==> src/rtl/mux_bus_demux.sv <==
module mux_bus_demux #(
  parameter int DW      = 16,
  parameter int RST_CYC = 4
) (
  input  logic        clk,
  input  logic        rst,
  input  logic        ale,
  input  logic [15:0] abus,
  input  logic [3:0]  ast,
  input  logic        bhe_n,
  input  logic        rd_n,
  input  logic        wr_n,
  input  logic        mio,
  output logic [19:0] addr,
  output logic [3:0]  seg,
  output logic        ie_flag,
  output logic        s6_err,
  output logic        ben_even,
  output logic        ben_odd,
  output logic        mem_rd_n,
  output logic        mem_wr_n,
  output logic        io_rd_n,
  output logic        io_wr_n,
  output logic        den_n,
  output logic        dt_r
);
  localparam logic MEM_LVL = (DW == 16);

  logic [RST_CYC-1:0] rst_sh;
  logic               in_rst, rst_take, is_mem, strobe, bhe_q;

  assign in_rst   = &rst_sh;
  assign rst_take = &{rst_sh[RST_CYC-2:0], rst};
  assign is_mem   = (mio == MEM_LVL);
  assign strobe   = ~rd_n | ~wr_n;

  always_ff @(posedge clk) begin
    rst_sh <= {rst_sh[RST_CYC-2:0], rst};
    if (rst_take) begin
      addr    <= '0;
      bhe_q   <= 1'b1;
      seg     <= '0;
      ie_flag <= 1'b0;
      s6_err  <= 1'b0;
    end else if (ale) begin
      addr  <= {ast, abus};
      bhe_q <= bhe_n;
      seg   <= '0;
    end else if (strobe) begin
      seg     <= 4'b0001 << ast[1:0];
      ie_flag <= ast[2];
      if (ast[3]) s6_err <= 1'b1;
    end
  end

  generate
    if (DW == 16) begin : g_two_bank
      assign ben_even = ~in_rst & ~addr[0];
      assign ben_odd  = ~in_rst & ~bhe_q;
    end else begin : g_one_lane
      assign ben_even = ~in_rst;
      assign ben_odd  = 1'b0;
    end
  endgenerate

  assign mem_rd_n = in_rst | rd_n | ~is_mem;
  assign mem_wr_n = in_rst | wr_n | ~is_mem;
  assign io_rd_n  = in_rst | rd_n | is_mem;
  assign io_wr_n  = in_rst | wr_n | is_mem;
  assign den_n    = in_rst | ~strobe;
  assign dt_r     = ~in_rst & ~wr_n;

  a_r1_latch: assert property (@(posedge clk) disable iff (rst)
    ale |=> addr == $past({ast, abus}));
  a_r2_hold: assert property (@(posedge clk) disable iff (rst)
    !ale |=> $stable(addr));
  a_r3_seg_onehot: assert property (@(posedge clk) disable iff (rst)
    $onehot0(seg));
  a_r5_err_sticky: assert property (@(posedge clk) disable iff (rst)
    s6_err |=> s6_err);
  a_r8_one_strobe: assert property (@(posedge clk) disable iff (rst)
    $onehot0({~mem_rd_n, ~mem_wr_n, ~io_rd_n, ~io_wr_n}) || (!rd_n && !wr_n));
  a_r9_den: assert property (@(posedge clk) disable iff (rst)
    (!mem_rd_n || !mem_wr_n || !io_rd_n || !io_wr_n) |-> !den_n);
  a_r12_quiet: assert property (@(posedge clk) disable iff (!rst)
    in_rst |-> (mem_rd_n && mem_wr_n && io_rd_n && io_wr_n && den_n && !dt_r));
endmodule

==> config.mk <==
export PLATFORM = sky130hd
export DESIGN_NAME = mux_bus_demux
export DESIGN_NICKNAME = d
export VERILOG_FILES = /design/src/rtl/mux_bus_demux.sv
export SDC_FILE = /design/constraint.sdc
export NUM_CORES = 1
export LEC_CHECK = 0
export BUFFER_PORTS_ARGS = -buffer_cell sky130_fd_sc_hd__buf_4
export CAP_MARGIN = 5
export CORE_MARGIN = 2
export CORE_UTILIZATION = 40
export DETAILED_ROUTE_END_ITERATION = 8
export PLACE_DENSITY = 0.72
export SLEW_MARGIN = 10
export SYNTH_ARGS = -nofsm -noshare
export SYNTH_HDL_FRONTEND = slang
export SYNTH_SLANG_ARGS = --single-unit
==> constraint.sdc <==
create_clock -name clk -period 1.49 [get_ports clk]
set_input_delay 0.447 -clock clk [delete_from_list [all_inputs] [get_ports clk]]
set_output_delay 0.447 -clock clk [all_outputs]
set_load 0.005 [all_outputs]
# [Word-level counts from Yosys, hierarchy flattened]
# Cells that the tools add are included.
[op_classes] shift=1 bitwise_logic=19 n_reduce_logical=5
[op_table] op="$not A1 Y1" n=8
[op_table] op="$or A1 B1 Y1" n=8
[op_table] op="$reduce_and A4 Y1" n=2
[op_table] op="$shl A1 B2 Y4 const A" n=1
[op_table] op="$and A1 B1 Y1" n=3
[op_table] op="$reduce_and A3 Y1" n=1
[op_table] op="$reduce_and A2 Y1" n=1
[op_table] op="$reduce_or A2 Y1" n=1
[word_totals] reg_bits=31 input_bits=27 out_inout_bits=34

# [Longest topological paths before layout]
# Gate-level depths: netlist (run 1).
[logic_depth] ltp_word=4 ltp_mapped=4 mapped_depth_nobuf=3

# [Worst setup path before layout (run 1)]
# No wires, ideal clock.
[synth_path] path_type="input to output" start="input port rd_n" end="output port io_rd_n" t_arrival_ns=0.938 path_slack_ns=0.105 path_stages=2 cell_sequence="buf_2 > or3_1"
[synth_via] elab_chain_cells=2
[synth_lines] element="from (decl)" line_no="11" source="input logic rd_n,"
[synth_lines] element="$or A1 B1 Y1 (2 in series)" line_no="68" source="assign io_rd_n = in_rst | rd_n | is_mem;"
[synth_lines] element="to (decl)" line_no="22" source="output logic io_rd_n,"
# No other way between the ends.

# [Final worst setup path (run 1)]
[layout_path] start="register rst_sh[1]" end="output port io_wr_n"
[layout_via] elab_chain_cells=3
[layout_lines] element="from (decl)" line_no="29" source="logic [RST_CYC-1:0] rst_sh;"
[layout_lines] element="from (signal assigned)" line_no="38" source="rst_sh <= {rst_sh[RST_CYC-2:0], rst};"
[layout_lines] element="$reduce_and A4 Y1" line_no="32" source="assign in_rst = &rst_sh;"
[layout_lines] element="$or A1 B1 Y1 (2 in series)" line_no="69" source="assign io_wr_n = in_rst | wr_n | is_mem;"
[layout_lines] element="to (decl)" line_no="23" source="output logic io_wr_n,"
# No other way between the ends.

==> metrics, run 1 <==
pwr/cell area=1040 nW/µm²; die area=3320 µm²; total CTS buffers=5; Least-Margin Pin Slew=0.265 ns; count of final max-slew check failures=0; Max-Slew Margin vs Limit=0.823; P_leak=0.000859 µW; final worst-path cycle share=1.17; worst skew pair latency=0.33 ns; Worst Path Arrival=around 1.3 ns; ys async rst share=0; most common cell in the synthesized netlist=dfxtp_1; post-synth top area share=0.540; max-cap violation count=0; Pre-antenna DRT Iters=4; Final setup viols=8; RSZ-0062 raised after global routing=yes; CTS max path bufs=2; dpl ws=-0.0175 ns; Post-Synthesis Cells=113; Final Non-Filler Cells=212; 1st-iter DRT viols=21; Largest delay share family, worst path=simple AND/OR/NAND/NOR gates; Worst Skew=0.0110 ns; Seq cells post-synth=31; clk root buf=clkbuf_4; Routed WL per cell=12.2 µm; worst hold start=rst; final worst slack=-0.250 ns; Die Span X=~58 µm; slowest CP cell=dfxtp_2; grt ovf=0; VDD IR max=0.000830 V; vias per cell=between 4 and 5; syn_nets=140; critical path required time=between 1 and 1.5 ns; H-tree levels=2; peak per-stage delay on the critical path=between 0.3 and 0.4 ns; share of layout cells above drive strength 1=0.492; register area share after synthesis=0.540; Reg-to-Reg Start=rst_sh[1]$_DFF_P_; via count=981; Cells on Worst Hold Path=1; vias in the first global route=912; starting density of the core=0.421; Crit. End Element=output pin; Tmin final=1.74 ns; final net count=207; CP startpoint kind=flip-flop; Reg2Reg Depth=4; initial antenna violation count=0; synthesized area=1150 µm²; FILL cells=about 250; hpwl dp=1970 µm; row count=19; final hold vios=0; Reg2Reg Setup Slack=0.30 ns; top post-synthesis cells by count=dfxtp_1, nor2_1, mux2i_1, nand3_1; top_reg_cell synth=dfxtp_1; CTS tree=done; placed cell count=201; top sig layer=met4; post-layout total power=1790 µW; hold_buf cts=0; TNS Setup=-1.44 ns; clock slew at reported path FFs=about 0.10 ns; drc violations=0; Crit Reg-Reg Endpoint=seg[1]$_SDFFE_PP0N_; Hold EP=rst_sh[0]$_DFF_P_; chain of cells forming the critical path=and4_4 -> or3_1 -> buf_4; I/O Pins=61; clock sinks=31; gr usage total=0.162; largest net degree at the start of global routing=25; M1 WL=about 1100 µm; Core Area=~2700 µm²; Max FO, Critical Path=5; PortBufs=60; Placer Congestion=0.799; ANT cells=0; WL final=2590 µm; routed wl met2=about 1300 µm; Post-synth EDFFs=0; critical path buffer and inverter count=1; type of the worst min-delay path=input pin to flip-flop; P&R area growth vs syn=49.6%; Max Fclk=between 0.5 and 0.6 GHz; status=finished, violations left; synthesized area per cell=10.2 µm²; post-route ant nets=0; first-pass GRT wire length=4050 µm; CP Class=flip-flop to output pin; Synth area leader=dfxtp_1; Sequential Area=624 µm²; Syn. warnings=0; area of the multi-input gates=between 400 and 500 µm²; Die Y=between 50 and 60 µm; Netlist cell types=20; top post-synthesis cells by area=dfxtp_1, mux2i_1, nor2_1, a21oi_2, nand3_1; failing checks=negative setup slack; routed wl met3=135 µm
## final cells by class
class / count / share of cell area
clock inverters: 3 / 0.0116
repair buffers: 69 / 0.301
well taps: 31 / 0.0225
clock buffers: 5 / 0.0218
multi-input cells: 73 / 0.280
flip-flops and latches: 31 / 0.363
## layer usage
metal,vias up,track usage
li1,509,-
met1,439,0.194
met2,29,0.271
met3,4,0.0357
met4,0,0.0897
met5,-,0
## cell usage in the layout (no fill, tap or decap), drive strengths merged
cell	instances
nor2b	1
nand2b	1
mux2i	21
clkinv	1
nand3b	2
nand3	5
a211o	1
buf	69
clkinvlp	2
clkbuf	5
or3	2
and4	2
or2	1
dfxtp	31
a21oi	6
nand2	4
nor2	27
## report_power, final
group	switching, µW	leakage, µW	total [µW]	internal [µW]
clock	291	0.0000272	471	180
combinational	136	0.000572	360	224
sequential	42.6	0.000260	957	915
total	470	0.000859	1790	1320
## timing repair
item,CTS,global route
resized for setup,5,2
setup buffers,1,2
hold endpoints to repair,0,0
setup endpoints to repair,8,8
## worst reg2reg max path, cell delays in order, from the launching register on
cell,delay (ns)
dfxtp_2,0.34
buf_4,0.10
and4_4,0.40
or2_4,0.21
a21oi_2,0.04
## cell families (layout without fill, tap and decap cells)
group                  count (synthesis)  after routing  share of synthesized area
AOI/OAI and AO/OA                      7              7                     0.0468
DFF                                   31             31                      0.540
and+or+nand+nor                       45             45                      0.183
muxes                                 21             21                      0.183
buffers and inverters                  9             77                     0.0479
## flip-flops by register name, indices dropped and copies added, names as in the netlist
name     count
seg          4
ie_flag      1
rst_sh       4
bhe_q        1
s6_err       1
addr        20
## worst max-delay path by stage
stage | startpoint | endpoint | slack, ns | cells after the start
2_1_floorplan | rd_n | io_rd_n | 0.11 | 2
4_1_cts | rst_sh[1]$_DFF_P_ | io_wr_n | -0.26 | 3
3_3_place_gp | mio | io_rd_n | -0.02 | 3
5_1_grt | rst_sh[1]$_DFF_P_ | io_wr_n | -0.30 | 3
6_report | rst_sh[1]$_DFF_P_ | io_wr_n | -0.25 | 3
3_5_place_dp | mio | io_wr_n | -0.02 | 3
## stage by stage
stage | area [µm²] | hold slack, ns | utilization
floorplan | 1150 | 0.344 | -
global placement | 1630 | 0.352 | 0.596
detailed placement | 1630 | 0.358 | 0.596
CTS | 1700 | 0.211 | 0.622
global route | 1720 | 0.207 | 0.629
finish | 1720 | 0.226 | 0.629
Power figures use the tool's default switching activity.
==> inputs of run 2 (changes only) <==
--- a/config.mk
+++ b/config.mk
@@ -10,7 +10,7 @@
 export CORE_MARGIN = 2
 export CORE_UTILIZATION = 40
 export DETAILED_ROUTE_END_ITERATION = 8
-export PLACE_DENSITY = 0.72
+export PLACE_DENSITY = 0.82
 export SLEW_MARGIN = 10
 export SYNTH_ARGS = -nofsm -noshare
 export SYNTH_HDL_FRONTEND = slang
==> run 2 against run 1 <==
Compared with the run above:
- sequential share of layout area down 0.72 points
- highest routed layer unchanged
- hold slack better by 0.023 ns
- fmax up 0.97%
- die area did not move
- first-iteration DRC count is 19% higher
- non-clock buffer count grew 1
- the flow still finishes with violations (negative setup slack)
- sequential power about the same
- clock skew is 0.0038 ns lower
- routed wire length rose by 7.1%
- core utilization up 1.3 points
- via count grew 2.9%
==> metrics, run 2 (synthesis gave the netlist of run 1 again) <==
CTS tree=done; VDD IR max=0.000782 V; share of layout cells above drive strength 1=0.500; Placer Congestion=0.745; most frequent cells in the layout=buf_4, dfxtp_1, nor2_1, mux2i_1; Final Non-Filler Cells=~210; final worst slack=-0.233 ns; die area=3320 µm²; hpwl dp=between 2000 and 2500 µm; clock slew at reported path FFs=about 0.090 ns; Top reg by flops=addr; Pre-antenna DRT Iters=3; Core Util, Final=0.642; max-cap violation count=0; largest net degree at the start of global routing=25; RSZ-0062 raised after global routing=yes; 1st-iter DRT viols=25; PortBufs=60; status=finished, violations left; row count=19; starting density of the core=0.421; slowest CP cell=dfxtp_2; placed cell count=between 200 and 250; Largest register FFs=20; total CTS buffers=5; P_leak=0.000880 µW; Least-Margin Pin Slew=0.270 ns; pwr/cell area=1060 nW/µm²; final hold vios=0; clk root buf=clkbuf_4; clock sinks=31; Worst Path Arrival=roughly 1.3 ns; failing checks=negative setup slack; post-layout total power=1870 µW; initial antenna violation count=0; via count=1009; Max FO, Critical Path=4; FILL cells=232; Worst Skew=about 0.0072 ns; post-route ant nets=0; final worst-path cycle share=1.16; H-tree levels=2; P&R area growth vs syn=52.7%; Routed WL per cell=13.0 µm; most common cell after layout, fill and taps aside=buf_4; Die Span X=just under 60 µm; ANT cells=0; Final setup viols=8; hold_buf cts=0; I/O Pins=61; vias in the first global route=1059; WL final=2770 µm; type of the worst min-delay path=input pin to flip-flop; Max-Slew Margin vs Limit=0.820; gr usage total=0.179; CTS max path bufs=2; final net count=208; CP Class=flip-flop to output pin; Crit. End Element=output pin; first-pass GRT wire length=4560 µm; CP startpoint kind=flip-flop; worst skew pair latency=0.31 ns; vias per cell=4.74; TNS Setup=-1.45 ns; chain of cells forming the critical path=and4_4 -> or3_4 -> buf_6; peak per-stage delay on the critical path=around 0.34 ns; drc violations=0; count of final max-slew check failures=0; dpl ws=-0.0381 ns; Die Y=57.6 µm; Tmin final=1.72 ns; Core Area=between 2000 and 3000 µm²; Largest regs=addr: 20 flops, rst_sh: 4 flops, seg: 4 flops; critical path required time=roughly 1.0 ns; grt ovf=0; Max Fclk=0.580 GHz
-- run 2: final cells by class --
type / instances / area, µm² / area share
Tap cell: 31 / 38.8 / 0.0221
Multi-Input combinational cell: 73 / 494 / 0.282
Sequential cell: 31 / 624 / 0.356
Clock buffer: 8 / 68.8 / 0.0392
Timing Repair Buffer: 70 / 529 / 0.301
-- run 2: worst max-delay path: cells and delay by family (launching register included) --
family	cells	cell delay (ns)
buffers and inverters	1	0.12
DFF	1	0.34
and+or+nand+nor	2	0.52
-- run 2: report_power, final --
part | switching, µW | internal (µW)
combinational | 139 | 229
sequential | 45.6 | 915
clock | 263 | 278
-- run 2: repair_timing --
action | 4_1_cts | 5_1_grt
pin swaps | 0 | 1
setup endpoints to repair | 8 | 8
setup buffers | 3 | 0
gates resized for setup | 9 | 2
-- run 2: worst paths after layout --
check / start / end / slack, ns / depth (start not counted)
setup / recovery: rst_sh[0]$_DFF_P_ / io_rd_n / -0.23 / 3
hold / removal: rst / rst_sh[0]$_DFF_P_ / 0.25 / 1
setup reg to reg: rst_sh[2]$_DFF_P_ / seg[0]$_SDFFE_PP0N_ / 0.30 / 4
hold reg to reg: rst_sh[0]$_DFF_P_ / rst_sh[1]$_DFF_P_ / 0.37 / 0
-- run 2: routing by layer --
metal | share of wire | global-route usage
met5 | 0 | 0
met4 | 0.024 | 0.0897
met3 | 0.060 | 0.0513
met2 | 0.56 | 0.321
met1 | 0.35 | 0.189
-- run 2: through the flow --
stage | instance area, µm² | hold WS (ns)
finish | 1760 | 0.249
global route | 1760 | 0.230
CTS | 1750 | 0.238
detailed placement | 1640 | 0.357
global placement | 1640 | 0.352
floorplan | 1150 | 0.344
